==> src/rtl/mdio_pkg.sv <==
package mdio_pkg;

    localparam int CMD_W      = 32;
    localparam int DATA_W     = 16;
    localparam int ADDR_W     = 5;
    localparam int DIV_W      = 4;
    localparam int PRE_W      = 32;
    localparam int HDR_W      = 16;
    localparam int FRAME_W    = PRE_W + HDR_W + DATA_W;
    localparam int CNT_W      = $clog2(FRAME_W + 1);

    localparam int POS_REG    = 0;
    localparam int POS_PHY    = 8;
    localparam int POS_WR     = 16;
    localparam int POS_BUSY   = 17;
    localparam int POS_NOPRE  = 18;
    localparam int POS_DIV    = 20;

    localparam logic [CMD_W-1:0] CMD_MASK = 32'h00F7_1F1F;

    typedef struct packed {
        logic [ADDR_W-1:0] phy;
        logic [ADDR_W-1:0] regn;
        logic              wr;
        logic              busy;
        logic              nopre;
        logic [DIV_W-1:0]  div;
    } cmd_t;

    function automatic cmd_t unpack_cmd(input logic [CMD_W-1:0] w);
        cmd_t c;
        c.regn  = w[POS_REG +: ADDR_W];
        c.phy   = w[POS_PHY +: ADDR_W];
        c.wr    = w[POS_WR];
        c.busy  = w[POS_BUSY];
        c.nopre = w[POS_NOPRE];
        c.div   = w[POS_DIV +: DIV_W];
        return c;
    endfunction

    function automatic logic [CMD_W-1:0] pack_cmd(input cmd_t c);
        logic [CMD_W-1:0] w;
        w = '0;
        w[POS_REG +: ADDR_W] = c.regn;
        w[POS_PHY +: ADDR_W] = c.phy;
        w[POS_WR]            = c.wr;
        w[POS_BUSY]          = c.busy;
        w[POS_NOPRE]         = c.nopre;
        w[POS_DIV +: DIV_W]  = c.div;
        return w;
    endfunction

    // Full-length frame, MSB goes out first; read turnaround/data bits are idle ones.
    function automatic logic [FRAME_W-1:0] build_frame(input cmd_t c,
                                                       input logic [DATA_W-1:0] d);
        logic [1:0] op;
        logic [1:0] ta;
        logic [DATA_W-1:0] pay;
        op  = c.wr ? 2'b01 : 2'b10;
        ta  = c.wr ? 2'b10 : 2'b11;
        pay = c.wr ? d : {DATA_W{1'b1}};
        return {{PRE_W{1'b1}}, 2'b01, op, c.phy, c.regn, ta, pay};
    endfunction

endpackage

==> src/rtl/mdio_clkgen.sv <==
module mdio_clkgen
    import mdio_pkg::*;
(
    input  logic             clk,
    input  logic             rst,
    input  logic             run,
    input  logic [DIV_W-1:0] div,
    output logic             mdc,
    output logic             rise_tk,
    output logic             fall_tk
);
    logic [DIV_W-1:0] cnt;
    logic             tick;

    assign tick    = run && (cnt == div);
    assign rise_tk = tick && !mdc;
    assign fall_tk = tick && mdc;

    always_ff @(posedge clk) begin
        if (rst || !run) begin
            cnt <= '0;
            mdc <= 1'b0;
        end else if (tick) begin
            cnt <= '0;
            mdc <= ~mdc;
        end else begin
            cnt <= cnt + 1'b1;
        end
    end

    // clock is parked low whenever no frame is running
    a_r6_idle_low: assert property (@(posedge clk) disable iff (rst)
        !run |-> !mdc);

endmodule

==> src/rtl/mdio_shifter.sv <==
module mdio_shifter
    import mdio_pkg::*;
(
    input  logic              clk,
    input  logic              rst,
    input  logic              go,
    input  cmd_t              cmd,
    input  logic [DATA_W-1:0] wdata,
    input  logic              rise_tk,
    input  logic              fall_tk,
    input  logic              mdio_i,
    output logic              active,
    output logic              done,
    output logic [DATA_W-1:0] rx_data,
    output logic              mdio_o,
    output logic              mdio_oe
);
    localparam int RELEASE_AT = DATA_W + 2;

    logic [FRAME_W-1:0] shreg;
    logic [CNT_W-1:0]   remain;
    logic               is_wr;
    logic [FRAME_W-1:0] frame;

    assign frame   = build_frame(cmd, wdata);
    assign done    = active && fall_tk && (remain == CNT_W'(1));
    assign mdio_o  = active ? shreg[FRAME_W-1] : 1'b1;
    assign mdio_oe = active && (is_wr || (remain > CNT_W'(RELEASE_AT)));

    always_ff @(posedge clk) begin
        if (rst) begin
            active  <= 1'b0;
            shreg   <= '1;
            remain  <= '0;
            is_wr   <= 1'b0;
            rx_data <= '0;
        end else if (!active) begin
            if (go) begin
                active <= 1'b1;
                is_wr  <= cmd.wr;
                if (cmd.nopre) begin
                    shreg  <= {frame[FRAME_W-PRE_W-1:0], {PRE_W{1'b1}}};
                    remain <= CNT_W'(FRAME_W - PRE_W);
                end else begin
                    shreg  <= frame;
                    remain <= CNT_W'(FRAME_W);
                end
            end
        end else begin
            if (rise_tk && !is_wr && (remain <= CNT_W'(DATA_W)))
                rx_data <= {rx_data[DATA_W-2:0], mdio_i};
            if (fall_tk) begin
                shreg  <= {shreg[FRAME_W-2:0], 1'b1};
                remain <= remain - 1'b1;
                if (remain == CNT_W'(1))
                    active <= 1'b0;
            end
        end
    end

endmodule

==> src/rtl/mdio_master.sv <==
module mdio_master
    import mdio_pkg::*;
(
    input  logic              clk,
    input  logic              rst,
    input  logic              mdc_en,
    input  logic              reg_wr,
    input  logic              reg_sel,
    input  logic [CMD_W-1:0]  reg_wdata,
    output logic [CMD_W-1:0]  cmd_rd,
    output logic [DATA_W-1:0] data_rd,
    output logic              mdc,
    output logic              mdio_o,
    output logic              mdio_oe,
    input  logic              mdio_i
);
    cmd_t              cmd_q;
    logic [DATA_W-1:0] data_q;
    logic              active, done, rise_tk, fall_tk;
    logic [DATA_W-1:0] rx_data;
    cmd_t              wcmd;

    assign wcmd    = unpack_cmd(reg_wdata);
    assign cmd_rd  = pack_cmd(cmd_q) & CMD_MASK;
    assign data_rd = data_q;

    always_ff @(posedge clk) begin
        if (rst) begin
            cmd_q  <= '0;
            data_q <= '0;
        end else if (cmd_q.busy) begin
            if (done) begin
                cmd_q.busy <= 1'b0;
                if (!cmd_q.wr)
                    data_q <= rx_data;
            end
        end else if (reg_wr) begin
            if (reg_sel) begin
                cmd_q      <= wcmd;
                cmd_q.busy <= wcmd.busy && mdc_en;
            end else begin
                data_q <= reg_wdata[DATA_W-1:0];
            end
        end
    end

    mdio_clkgen i_clkgen (
        .clk     (clk),
        .rst     (rst),
        .run     (active),
        .div     (cmd_q.div),
        .mdc     (mdc),
        .rise_tk (rise_tk),
        .fall_tk (fall_tk)
    );

    mdio_shifter i_shifter (
        .clk     (clk),
        .rst     (rst),
        .go      (cmd_q.busy),
        .cmd     (cmd_q),
        .wdata   (data_q),
        .rise_tk (rise_tk),
        .fall_tk (fall_tk),
        .mdio_i  (mdio_i),
        .active  (active),
        .done    (done),
        .rx_data (rx_data),
        .mdio_o  (mdio_o),
        .mdio_oe (mdio_oe)
    );

    // busy drops only at the end of a frame
    a_r2_busy_clear: assert property (@(posedge clk) disable iff (rst)
        $fell(cmd_q.busy) |-> $past(done));

    // registers hold while a frame is in flight
    a_r7_hold: assert property (@(posedge clk) disable iff (rst)
        (cmd_q.busy && !done) |=> ($stable(data_q) && $stable(cmd_rd)));

    // no frame can start with MDC generation disabled
    a_r8_no_start: assert property (@(posedge clk) disable iff (rst)
        (!mdc_en && !cmd_q.busy) |=> !cmd_q.busy);

    // data pin holds while the clock is high
    a_r6_mdo_stable: assert property (@(posedge clk) disable iff (rst)
        (mdc && $past(mdc)) |-> $stable(mdio_o));

endmodule

==> config.mk <==
export PLATFORM = sky130hd
export DESIGN_NAME = mdio_master
export DESIGN_NICKNAME = d
export VERILOG_FILES = /design/src/rtl/mdio_pkg.sv /design/src/rtl/mdio_clkgen.sv /design/src/rtl/mdio_shifter.sv /design/src/rtl/mdio_master.sv
export SDC_FILE = /design/constraint.sdc
export NUM_CORES = 1
export LEC_CHECK = 0
export BUFFER_PORTS_ARGS = -buffer_cell sky130_fd_sc_hd__buf_2
export CAP_MARGIN = 20
export CORE_MARGIN = 2
export CORE_UTILIZATION = 30
export DETAILED_ROUTE_END_ITERATION = 6
export PLACE_DENSITY = 0.5
export SYNTH_ARGS = -nofsm -noshare
export SYNTH_HDL_FRONTEND = slang
export SYNTH_SLANG_ARGS = --single-unit
export TNS_END_PERCENT = 10
==> constraint.sdc <==
create_clock -name clk -period 6 [get_ports clk]
set_clock_uncertainty 0.15 [all_clocks]
set_input_delay 0.3 -clock clk [delete_from_list [all_inputs] [get_ports clk]]
set_output_delay 0.3 -clock clk [all_outputs]
set_load 0.01 [all_outputs]
### Word level (Yosys, flattened, before mapping)

Cells that the tools add are included.

| cells by class | value |
|---|---|
| order comparisons | 2 |
| reductions and logical operators | 22 |
| eq/ne operators | 6 |
| mux-type cells | 25 |
| add/subtract/negate cells | 2 |
| bitwise gates (word level) | 3 |

Operator list:

| kind | count |
|---|---|
| two-way mux 64 bit | 4 |
| two-way mux 16 bit | 6 |
| two-way mux 7 bit | 4 |
| two-way mux 6 bit | 2 |
| logical AND 1 bit | 9 |
| two-way mux 1 bit | 8 |
| equality test 7 x 1 -> 1 bit (second input constant) | 1 |
| greater-than comparator 7 x 5 -> 1 bit (second input constant) | 1 |
| less-or-equal comparator 7 x 5 -> 1 bit (second input constant) | 1 |
| subtractor 7 x 1 -> 7 bit (second input constant) | 1 |
| != test 2 x 1 -> 1 bit (second input constant) | 3 |
| AND reduction 2 bit | 3 |
| adder 4 x 1 -> 4 bit (second input constant) | 1 |
| equality test 4 bit | 1 |
| AND reduction 4 bit | 1 |
| nonzero test 2 bit | 2 |
| zero test 1 bit | 3 |
| inverter 1 bit | 3 |
| AND reduction 3 bit | 1 |
| logical OR 1 bit | 2 |
| two-way mux 2 bit | 1 |
| != test 2 bit (second input constant) | 1 |
| OR reduction 2 bit | 1 |

| storage, ports and cells | value |
|---|---|
| logic and storage cells | 74 |
| output and inout port bits | 51 |
| register bits after elaboration | 127 |

### Logic depth before layout (Yosys ltp)

Gate-level depths: netlist of the first run.

| logic depth | value |
|---|---|
| word-level depth | 7 |
| mapped depth | 7 |
| mapped depth without buffers | 5 |

### Hierarchy

From an unflattened synthesis of the first run, not the netlist that was laid out.

| second synthesis, totals | value |
|---|---|
| cell total of the unflattened synthesis | 655 |
| area total of the unflattened synthesis | 5,823.1 um2 |

Modules (own cells, without submodules):

| module | cells each | area an instance (um2) | instances | seq. area each (um2) |
|---|---|---|---|---|
| mdio_shifter | 461 | 3,957.5 | 1 | 1,781.7 |
| mdio_master | 167 | 1,591.5 | 1 | 660.6 |
| mdio_clkgen | 27 | 274.0 | 1 | 100.1 |

### Worst setup path before layout of the first run

Ideal clock, no wire load.

| path | value |
|---|---|
| kind | register to register |
| start point | reg cmd_q (netlist bit cmd_rd[22]) |
| end point | reg data_q[10] (netlist: data_rd[10]) |
| slack | 3.992 ns |
| cell stages (with the launch flop) | 7 |
| required time | 5.731 ns |
| arrival time | 1.740 ns |
| clock period less this slack | 2.008 ns |
| cell sequence | dfxtp_1 -> xnor2_2 -> nand3_2 -> or4_1 -> buf_2 -> buf_6 -> o221a_1 |

| between the ends | value |
|---|---|
| word-level cells in the longest chain between the ends | 7 |

Ends and longest elaborated chain:

| what | RTL line | text |
|---|---|---|
| from (decl) | mdio_master.sv:17 | `cmd_t cmd_q;` |
| from (signal assigned) | mdio_master.sv:39 | `cmd_q <= wcmd;` |
| equality test 4 bit | mdio_clkgen.sv:15 | `assign tick = run && (cnt == div);` |
| logical AND 1 bit | mdio_clkgen.sv:15 |  |
| logical AND 1 bit | mdio_clkgen.sv:17 | `assign fall_tk = tick && mdc;` |
| logical AND 1 bit (2 in series) | mdio_shifter.sv:26 | `assign done = active && fall_tk && (remain == CNT_W'(1));` |
| != test 2 x 1 -> 1 bit (no source line) | -- |  |
| AND reduction 4 bit (no source line) | -- |  |
| to (signal assigned) | mdio_master.sv:35 | `data_q <= rx_data;` |
| to (signal assigned) | mdio_master.sv:42 | `data_q <= reg_wdata[DATA_W-1:0];` |
| to (decl) | mdio_master.sv:18 | `logic [DATA_W-1:0] data_q;` |

No other way between the ends.
A chain may end at the register's enable or synchronous reset.

### Final worst setup path of the first run

| path | value |
|---|---|
| start point | reg i_shifter.active |
| end point | reg data_q[5] (netlist: data_rd[5]) |

| between the ends | value |
|---|---|
| word-level cells in the longest chain between the ends | 6 |

Ends and longest elaborated chain:

| what | RTL line | text |
|---|---|---|
| from (decl) | mdio_shifter.sv:12 | `output logic active,` |
| from (signal assigned) | mdio_shifter.sv:32 | `active <= 1'b0;` |
| from (signal assigned) | mdio_shifter.sv:39 | `active <= 1'b1;` |
| from (signal assigned) | mdio_shifter.sv:56 | `active <= 1'b0;` |
| logical AND 1 bit | mdio_clkgen.sv:15 |  |
| logical AND 1 bit | mdio_clkgen.sv:17 |  |
| logical AND 1 bit (*) (2 in series) | mdio_shifter.sv:26 |  |
| != test 2 x 1 -> 1 bit (no source line) (*) | -- |  |
| AND reduction 4 bit (no source line) (*) | -- |  |

Mark *: on every way between the ends. The rest lies on a longest branch, timed or not.

==> run summary, run 1 <==
Sequential share of the synthesized area - 41.66%
Critical path endpoint category - flop
Period utilization - 57.50%
Via Count - 5183
Post-DP HPWL - 10.46 mm
Setup TNS - 0 ns
Ant diodes - 0
Core footprint - 20100 um^2
Final setup viols - 0
Power Internal - 1.662 mW
Worst setup path class - reg -> reg
Post-synth cell types - 55
Max-cap violations - 0
Status - completed
Worst Path Max Fanout - 47
Most frequent cells in the layout - 126 x dfxtp_1, 94 x nor2_1, 64 x a21oi_1, 63 x buf_2, 61 x nand2_1
FILL cells - 2115
Worst setup margin - 2.550 ns
DIE AREA - 21500 um^2
DRC Markers - 0
Initial Utilization - 30.35%
Slew Limit Fails - 0
Hold Slack - 0.01278 ns
Number of buffers created by CTS - 17
H-Tree Depth - 4
Worst r2r path cells - 3
Clock-pin slew on the worst setup and hold paths - 0.06 ns
Io pins - 89
P_sw - 0.5196 mW
FP Rows - 52
Final hold vios - 0
DIE WIDTH - 146.6 um
Placer Congestion - 0.7577
Placement Setup Slack - 2.580 ns
Syn Std Cell Area - 6102 um^2
Comb power frac - 9.2%
Sw frac - 23.82%
Clock Sinks - 127
Layout cell share with drive strength beyond 1 - 14.68%
Post-cts gate resize count - 0
Total gr overflow - 0
First-pass GRT wire length - 27.21 mm
FF+latch count, synth - 127
Vias in the first global route - 4820
Pwr/cell area - 299.6 nW/um^2
Chip height - 146.6 um
Commonest non-fill, non-tap cell in the layout - dfxtp_1
Post-synth ARST share - 0%
CP required - 6.15 ns
CTS root buf - clkbuf_16
Drt via density - 4.984
Number of buffers added on ports - 64
TritonCTS clock tree - built
Later-pin clock latency in the skew report - 0.41 ns
Gate count of the mapped netlist - 723
Slew HR - 29.04%
Crit path DAT - 3.60 ns
Max VDD drop - 0.1869 mV
DR WL/cell - 16.08 um
Min-Delay Path Class - in -> reg
Total wire length - 16.72 mm
Synth Warn # - 0
Synth Flop Type - dfxtp_1
DRT antenna net count - 0
DP Cell Count - 996
Cell Count, Final, Fillers Out - 1040
Post-Syn Area per Cell - 8.440 um^2
Pleak - 3.092 nW
Synth-to-Final Area Change - 19.34%
Pin count of the biggest net entering global routing - 79
Post-synth EDFFs - 0
Reg power frac - 41.2%
Antenna violations before repair - 0
Worst-margin pin slew - 1.061 ns
Initial DRT Pass Iterations - 5
Longest Clk Path Bufs - 2
Unrepaired setup endpoints after global routing - no
GRT Util Overall - 15.97%
Fmax - 289.8 MHz
Post-route minimum period - 3.450 ns
Hold path depth - 3
Final nets - 802
Clk pwr share - 49.6%
Initial DRC Count - 357
CP startpoint kind - flop
[synthesized netlist by cell type, types with 3 or more instances]
library cell / instances / area [um^2]
clkbuf_1: 48 / 180.2
o211ai_1: 11 / 82.58
buf_1: 7 / 26.28
inv_1: 47 / 176.4
nand3b_1: 3 / 22.52
nand2b_1: 6 / 37.54
a21oi_1: 64 / 320.3
nand2_1: 61 / 229.0
mux2i_1: 40 / 400.4
buf_2: 7 / 35.03
nand3_1: 5 / 25.02
nor3_1: 17 / 85.08
xnor2_2: 3 / 48.80
a211oi_1: 43 / 322.8
buf_4: 19 / 142.6
or4_1: 3 / 22.52
and3_1: 3 / 18.77
nor3b_1: 4 / 30.03
nor2_1: 94 / 352.8
nor2b_1: 14 / 87.58
xnor2_1: 3 / 26.28
o311ai_0: 11 / 96.34
dfxtp_1: 127 / 2542
ha_1: 4 / 50.05
a211o_1: 29 / 254.0
o221a_1: 16 / 180.2
[power groups by stage]
stage               combinational [mW]  sequential, mW  clock [mW]
CTS                              0.199           0.900        1.10
detailed placement               0.192           0.918           0
global placement                 0.192           0.918           0
floorplan                        0.141           0.910           0
finish                           0.201           0.900        1.08
global route                     0.222           0.903        1.14
[path summary, 6_finish.rpt]
kind,startpoint,endpoint,slack (ns)
worst min-delay path,reg_wdata[0],cmd_rd[0],0.01
worst min register to register,i_shifter.rx_data[15],i_shifter.rx_data[15],0.31
worst max register to register,i_shifter.active,data_rd[5],2.55
worst max-delay path,i_shifter.active,data_rd[5],2.55
[metrics by stage]
step	util [%]	cell area [um^2]	power (mW)
2_1_floorplan	-	6155	1.051
3_3_place_gp	32.31	6495	1.111
3_5_place_dp	32.31	6495	1.111
4_1_cts	36.01	7239	2.198
5_1_grt	36.22	7282	2.269
6_report	36.22	7282	2.181
[worst max-delay path, cell delays in order (launching register included)]
cell and delay, ns:
dfxtp_2 0.83, nand3_1 0.93, or4_1 1.05, o221a_1 0.37
[sequential cells by signal, indices dropped and copies added, names as in the netlist]
| name | count |
|---|---|
| cmd_rd | 17 |
| data_rd | 16 |
| i_clkgen.cnt | 4 |
| i_clkgen.mdc | 1 |
| i_shifter.active | 1 |
| i_shifter.is_wr | 1 |
| i_shifter.remain | 7 |
| i_shifter.rx_data | 16 |
| i_shifter.shreg | 64 |
[routing by layer]
metal / routed length, um / vias to the layer above / track usage [%]
met5: 0 / - / 0
li1: - / 2590 / -
met1: 8275 / 2482 / 22.55
met2: 7757 / 100 / 24.77
met3: 540 / 11 / 3.219
met4: 144 / 0 / 4.417
[layout make-up]
class | count | area, um^2 | share of cell area (%)
Clock inverter | 5 | 102.6 | 1.409
Sequential cell | 127 | 2544 | 34.93
Timing Repair Buffer | 86 | 548.0 | 7.526
Inverter | 47 | 176.4 | 2.423
Clock buffer | 24 | 511.7 | 7.027
Tap cell | 270 | 337.8 | 4.639
Multi-Input combinational cell | 481 | 3062 | 42.04
[what timing repair did]
action / CTS / global route
endpoints found under the hold margin: 13 / 0
setup buffers: 0 / 0
hold buffers: 13 / 0
[cell families after synthesis]
| family | count (synthesis) | synth area share, % |
|---|---|---|
| and+or+nand+nor | 219 | 16.16 |
| AOI/OAI and AO/OA | 196 | 23.99 |
| buffers and inverters | 129 | 9.371 |
| DFF | 127 | 41.66 |
| muxes | 40 | 6.561 |
| xor gates and xnor gates | 7 | 1.374 |
| adders and majority gates | 4 | 0.8202 |
| other | 1 | 0.06145 |
Note: power is estimated with default switching activity, not from simulation.
==> inputs of run 2 (changes only) <==
Clock period 6 ns to 3.2 ns, I/O delays scaled along.
==> run 2 against run 1 <==
Net effect: sequential share of layout area shrank 0.69 points; register-to-register slack lost 2.1 ns; critical path depth grew 1; via count grew 1.1%; hold slack gained 0.0017 ns; non-clock buffer count grew 15; die area is the same; setup slack lost 2.1 ns; critical path type unchanged; largest cell class unchanged; largest power group unchanged.
==> run summary, run 2 (synthesized netlist as in run 1, its figures left out) <==
Total gr overflow - 0 (unchanged)
CP required - 3.35 ns (-2.80 ns)
Chip height - 146.6 um (unchanged)
Fmax - 367.5 MHz (+27%)
Vias in the first global route - 4953 (+2.8%)
Crit path DAT - 2.87 ns (-0.73 ns)
Period utilization - 85.03% (+28 points)
Post-route minimum period - 2.721 ns (-0.7292 ns)
Antenna violations before repair - 0 (unchanged)
Pwr/cell area - 562.5 nW/um^2 (+88%)
Dpl cell area - 6540 um^2 (+0.69%)
DIE WIDTH - 146.6 um (unchanged)
Worst r2r path cells - 4 (+1)
Met2 global-route usage - 24.62% (-0.14 points)
Commonest non-fill, non-tap cell in the layout - dfxtp_1
Core footprint - 20100 um^2 (unchanged)
Io pins - 89 (unchanged)
FP Rows - 52 (unchanged)
Max-cap violations - 0 (unchanged)
Max VDD drop - 0.3684 mV (+97%)
Clock-pin slew on the worst setup and hold paths - 0.06 ns (about the same)
DR WL/cell - 16.32 um (+1.5%)
Worst Path Max Fanout - 21 (-55%)
Critical path endpoint category - flop
Unrepaired setup endpoints after global routing - no
Post-cts gate resize count - 0 (unchanged)
Number of buffers added on ports - 64 (unchanged)
Layout cell share with drive strength beyond 1 - 15.48% (+0.81 points)
Met1 Resource Use GR - 23.28% (+0.73 points)
Pleak - 3.160 nW (+2.2%)
Max reg flops - 64 (unchanged)
Ant diodes - 0 (unchanged)
Synth-to-Final Area Change - 21.76%
Longest Clk Path Bufs - 2 (unchanged)
Hold_buf cts - 22 (+9)
Placement Setup Slack - 0.5406 ns (-2.039 ns)
Reg with most FFs - i_shifter.shreg
Post-CTS setup buffer count - 0 (unchanged)
Setup TNS - 0 ns (unchanged)
Status - completed
Pin count of the biggest net entering global routing - 74 (-6.3%)
Worst setup path class - reg -> reg
Slew HR - 33.04% (+4.0 points)
Placer Congestion - 0.7515 (-0.82%)
Design area - 7430 um^2 (+2.0%)
Initial DRC Count - 331 (-7.3%)
Drt via density - 4.954 (-0.60%)
TritonCTS clock tree - built
Final setup viols - 0 (unchanged)
Worst setup margin - 0.4789 ns (-2.071 ns)
R2r setup slk - 0.48 ns (-2.07 ns)
CTS root buf - clkbuf_16
GR peak layer - met2
Slew Limit Fails - 0 (unchanged)
DIE AREA - 21500 um^2 (unchanged)
Final nets - 817 (+1.9%)
GRT Util Overall - 16.38% (+0.41 points)
Via Count - 5241 (+1.1%)
Final hold vios - 0 (unchanged)
Initial Utilization - 30.35% (unchanged)
Initial DRT Pass Iterations - 5 (unchanged)
Min-Delay Path Class - in -> reg
DRT antenna net count - 0 (unchanged)
Later-pin clock latency in the skew report - 0.42 ns (about the same)
CP startpoint kind - flop
Worst-margin pin slew - 1.001 ns (-0.06038 ns)
H-Tree Depth - 4 (unchanged)
Post-DP HPWL - 10.78 mm (+3.1%)
Clock Sinks - 127 (unchanged)
First-pass GRT wire length - 28.11 mm (+3.3%)
Number of buffers created by CTS - 17 (unchanged)
Hold path depth - 4 (+1)
Met3 GRT Util - 2.875% (-0.34 points)
Most frequent cells in the layout - 126 x dfxtp_1, 94 x nor2_1, 64 x a21oi_1, 63 x buf_2, 61 x nand2_1
Total wire length - 17.27 mm (+3.3%)
DRC Markers - 0 (unchanged)
==> run 2: cell count changes in the layout (fill, tap and decap cells not counted) <==
| cell | before | now |
|---|---|---|
| o21ai_2 | 0 | 1 |
| clkinv_2 | 1 | 3 |
| bufinv_16 | 3 | 4 |
| clkbuf_8 | 6 | 4 |
| buf_4 | 8 | 15 |
| clkinvlp_4 | 1 | 3 |
| o21ai_4 | 1 | 0 |
| dlygate4sd3_1 | 13 | 22 |
| buf_8 | 1 | 0 |
==> run 2: worst paths after layout <==
check                                           start                    end
worst max register to register             cmd_rd[22]            data_rd[14]
worst max-delay path                       cmd_rd[22]            data_rd[14]
worst min register to register  i_shifter.rx_data[15]  i_shifter.rx_data[15]
worst min-delay path                    reg_wdata[13]            data_rd[13]
==> run 2: worst max-delay path, cell delays in order (launching register included) <==
cell and delay, ns:
dfxtp_1 0.35, xnor2_2 0.24, nand3_2 0.45, or4_1 1.01, o221a_1 0.38
==> run 2: per-stage QoR <==
| stage | hold WS [ns] | util, % | power (mW) | instances |
|---|---|---|---|---|
| final | 0.01445 | 36.96 | 4.179 | 1058 |
| after global routing | 0.05919 | 36.96 | 4.338 | 1058 |
| after CTS | 0.001136 | 36.82 | 4.212 | 1057 |
| after detailed placement | 0.2643 | 32.53 | 2.088 | 1003 |
| after global placement | 0.2625 | 32.53 | 2.086 | 1003 |
| after floorplan | 0.1460 | - | 1.972 | 737 |
==> run 2: layout make-up <==
| cell class | instances | area, um^2 |
|---|---|---|
| fillers | 2062 | 12670 |
| well taps | 270 | 337.8 |
| repair buffers | 101 | 675.6 |
| clock buffers | 22 | 484.2 |
| inverters | 47 | 176.4 |
| multi-input cells | 481 | 3054 |
| flip-flops and latches | 127 | 2544 |
| clock inverters | 10 | 157.7 |
==> run 2: layer usage <==
| layer | share of wire [%] | wire length [um] | vias up |
|---|---|---|---|
| met3 | 3.2 | 554 | 24 |
| met1 | 48 | 8334 | 2476 |
| met2 | 46 | 8027 | 119 |
| met5 | 0 | 0 | - |
| li1 | - | - | 2622 |
| met4 | 2.0 | 350 | 0 |
==> run 2: report_power, final <==
| part | internal (mW) | switching (mW) |
|---|---|---|
| clock | 1.38 | 0.721 |
| combinational | 0.154 | 0.239 |
| sequential | 1.63 | 0.0501 |
==> inputs of run 3 (changes only) <==
--- a/config.mk
+++ b/config.mk
@@ -12,5 +12,7 @@
 export DETAILED_ROUTE_END_ITERATION = 6
-export PLACE_DENSITY = 0.5
+export PLACE_DENSITY = 0.51
+export SLEW_MARGIN = 20
 export SYNTH_ARGS = -nofsm -noshare
 export SYNTH_HDL_FRONTEND = slang
+export SYNTH_HIERARCHICAL = 1
 export SYNTH_SLANG_ARGS = --single-unit
--- a/constraint.sdc
+++ b/constraint.sdc
@@ -4,2 +4,2 @@
 set_output_delay 0.16 -clock clk [all_outputs]
-set_load 0.01 [all_outputs]
+set_load 0.005 [all_outputs]
==> run 3 against run 2 <==
Net effect: first-iteration DRC count is 3.9% higher; flip-flop and latch count stayed put; synthesized cell count decreased by 9.4%; register-to-register slack gained 0.11 ns; fmax increased by 4.4%; cell count shrank 6.6%; core utilization increased by 0.36 points; setup slack improved by 0.11 ns; hold slack gained 0.0055 ns; combinational power shrank 25%; total power down 4.0%; critical endpoint is now data_rd[11].
==> run summary, run 3 <==
Status - completed
Top-area cell type share of the netlist area - 43.66% (+2.0 points)
GRT Util Overall - 16.14% (-0.24 points)
Number of buffers created by CTS - 17 (unchanged)
Max reg flops - 64 (unchanged)
Final hold vios - 0 (unchanged)
Synth Warn # - 6 (+6)
Commonest non-fill, non-tap cell in the layout - dfxtp_1
Most frequent cells in the layout - 126 x dfxtp_1, 77 x nand2_1, 64 x buf_2, 61 x nand3_1, 51 x a21oi_1
Final setup viols - 0 (unchanged)
Synth Flop Type - dfxtp_1
Most frequent cell after synthesis - dfxtp_1
RR Startpoint - i_clkgen/cnt[2]
Pleak - 2.837 nW (-10%)
Post-synth ARST share - 0% (unchanged)
Syn Std Cell Area - 5823 um^2 (-4.6%)
Clock-pin slew on the worst setup and hold paths - 0.05 ns (about the same)
Post-synth cell types - 55 (unchanged)
Sequential share of the synthesized area - 43.66% (+2.0 points)
Longest Clk Path Bufs - 2 (unchanged)
Max incr delay on CP - 0.39 ns (-0.62 ns)
Worst path cell trace - xnor2_1, and4_1, and3_1, and2_1, and4_1, nor2b_2, buf_4, mux2i_1, o22ai_1
First-pass GRT wire length - 25.69 mm (-8.6%)
Min-Delay Path Class - in -> reg
Max VDD drop - 0.3780 mV (+2.6%)
Worst r2r dst - data_rd[11]
R2r setup slk - 0.59 ns (+0.11 ns)
DP Cell Count - 933 (-7.0%)
Synth area leaders - dfxtp_1 44%, mux2i_1 8.6%, nand3_1 5.2%, nand2_1 5.0%, a21oi_1 4.4%
Post-cts gate resize count - 0 (unchanged)
Dpl cell area - 6178 um^2 (-5.5%)
Io pins - 89 (unchanged)
Later-pin clock latency in the skew report - 0.42 ns (about the same)
Period utilization - 81.48% (-3.6 points)
Unrepaired setup endpoints after global routing - no
Worst min-delay path startpoint - rst
Worst-margin pin slew - 0.7109 ns (-0.2901 ns)
Design area - 7051 um^2 (-5.1%)
Crit-path slowest cell - dfxtp_1
Pwr/cell area - 569.1 nW/um^2 (+1.2%)
Critical path endpoint category - flop
Synth-to-Final Area Change - 21.08%
Post-Syn Area per Cell - 8.890 um^2 (+5.3%)
FP Rows - 50 (-3.8%)
Synth area leader - dfxtp_1
DRC Markers - 0 (unchanged)
Vias in the first global route - 4843 (-2.2%)
Antenna violations before repair - 0 (unchanged)
CTS root buf - clkbuf_16
Placer Congestion - 0.7656 (+1.9%)
Initial Utilization - 30.82% (+0.47 points)
Total gr overflow - 0 (unchanged)
Worst r2r path cells - 9 (+5)
WHS Endpoint - cmd_rd[17]
Max-cap violations - 0 (unchanged)
Cell Count, Final, Fillers Out - 988 (-6.6%)
Initial DRT Pass Iterations - 5 (unchanged)
Final nets - 759 (-7.1%)
Chip height - 143.3 um (-2.3%)
H-Tree Depth - 4 (unchanged)
Core footprint - 18890 um^2 (-6.0%)
CP startpoint kind - flop
Crit path DAT - 2.73 ns (-0.14 ns)
Via Count - 5012 (-4.4%)
Fmax - 383.5 MHz (+4.4%)
Setup TNS - 0 ns (unchanged)
Total wire length - 15.85 mm (-8.2%)
Commonest cells post-synth - 127 x dfxtp_1, 77 x nand2_1, 61 x nand3_1
Gate count of the mapped netlist - 655 (-9.4%)
Worst Path Max Fanout - 15 (-29%)
Pin count of the biggest net entering global routing - 46 (-38%)
FF+latch count, synth - 127 (unchanged)
CP required - 3.32 ns (-0.03 ns)
TritonCTS clock tree - built
Post-DP HPWL - 10.68 mm (-0.93%)
DRT antenna net count - 0 (unchanged)
DR WL/cell - 16.04 um (-1.7%)
Initial DRC Count - 344 (+3.9%)
Number of buffers added on ports - 64 (unchanged)
Slew Limit Fails - 0 (unchanged)
CP dominant cell by count - and4_1
Ant diodes - 0 (unchanged)
Drt via density - 5.073 (+2.4%)
Worst setup path class - reg -> reg
DIE AREA - 20540 um^2 (-4.5%)
Reg with most FFs - i_shifter/shreg
Post-synth EDFFs - 0 (unchanged)
Layout cell share with drive strength beyond 1 - 15.80% (+0.31 points)
DIE WIDTH - 143.3 um (-2.3%)
Clock Sinks - 127 (unchanged)
Post-route minimum period - 2.607 ns (-0.1138 ns)
Slew HR - 52.61% (+20 points)
Finished Core Util - 37.32% (+0.36 points)
Hold path depth - 2 (-2)
## run 3: cell count changes after synthesis, sizes merged, moves of 25 or more
cell and change:
a211oi -43, clkbuf -25, a22oi +28, inv -42
nor2 -75, nand3 +55
## run 3: cells by family after synthesis
| group | share of synthesized area, % |
|---|---|
| flip-flops | 43.66 |
| buffers and inverters | 8.530 |
| AND/OR/NAND/NOR | 19.14 |
| multiplexers | 8.831 |
| adder cells (fa/ha/maj) | 0.8595 |
| AO/OA/AOI/OAI | 18.01 |
| XOR/XNOR | 0.9024 |
| other | 0.06440 |
## run 3: report_power, final
group / leakage, nW / internal (mW) / switching, mW
Clock: 0.306 / 1.37 / 0.657
Sequential: 1.03 / 1.64 / 0.0510
Combinational: 1.50 / 0.129 / 0.165
## run 3: cell type report
class	count	area, um^2
clock buffer	24	491.7
clock inverter	6	130.1
fill	1930	11840
inverter	5	18.77
multi-input combinational	462	2845
sequential	127	2544
tap	260	325.3
timing repair buffer	104	695.7
## run 3: timing repair
action | CTS | global route
endpoints found under the hold margin | 34 | 0
setup buffers | 0 | 0
hold buffers | 25 | 0
## run 3: worst max path at each step
stage | end | slack, ns | startpoint
finish | data_rd[11] | 0.59 | i_clkgen/cnt[2]
global route | data_rd[13] | 0.34 | i_clkgen/cnt[2]
CTS | data_rd[4] | 0.58 | i_clkgen/cnt[2]
detailed placement | data_rd[4] | 0.60 | i_clkgen/cnt[2]
global placement | i_shifter/remain[3] | 0.65 | i_clkgen/cnt[0]
floorplan | data_rd[0] | 0.76 | cmd_rd[21]
## run 3: routing by layer
| layer | share of wire (%) | wire [um] | vias to the layer above | GRT usage (%) |
|---|---|---|---|---|
| li1 | - | - | 2439 | - |
| met2 | 46 | 7338 | 130 | 26.29 |
| met4 | 1.1 | 178 | 0 | 4.799 |
| met1 | 47 | 7476 | 2427 | 21.34 |
| met5 | 0 | 0 | - | 0 |
| met3 | 5.4 | 859 | 16 | 3.799 |
## run 3: stage by stage
step / hold slack, ns / setup WS (ns) / total power [mW]
5_1_grt: 0.04079 / 0.3419 / 4.170
4_1_cts: 0.01071 / 0.5848 / 4.053
3_5_place_dp: 0.2638 / 0.5980 / 1.989
3_3_place_gp: 0.2524 / 0.6453 / 1.982
2_1_floorplan: 0.1430 / 0.7614 / 1.909
6_report: 0.01994 / 0.5927 / 4.013
## run 3: critical path: cells and delay by family (launching register included)
| kind | cells | cell delay, ns |
|---|---|---|
| AND/OR/NAND/NOR | 5 | 1.11 |
| AO/OA/AOI/OAI | 1 | 0.09 |
| multiplexers | 1 | 0.24 |
| buffers and inverters | 1 | 0.30 |
| flip-flops | 1 | 0.39 |
| XOR/XNOR | 1 | 0.16 |
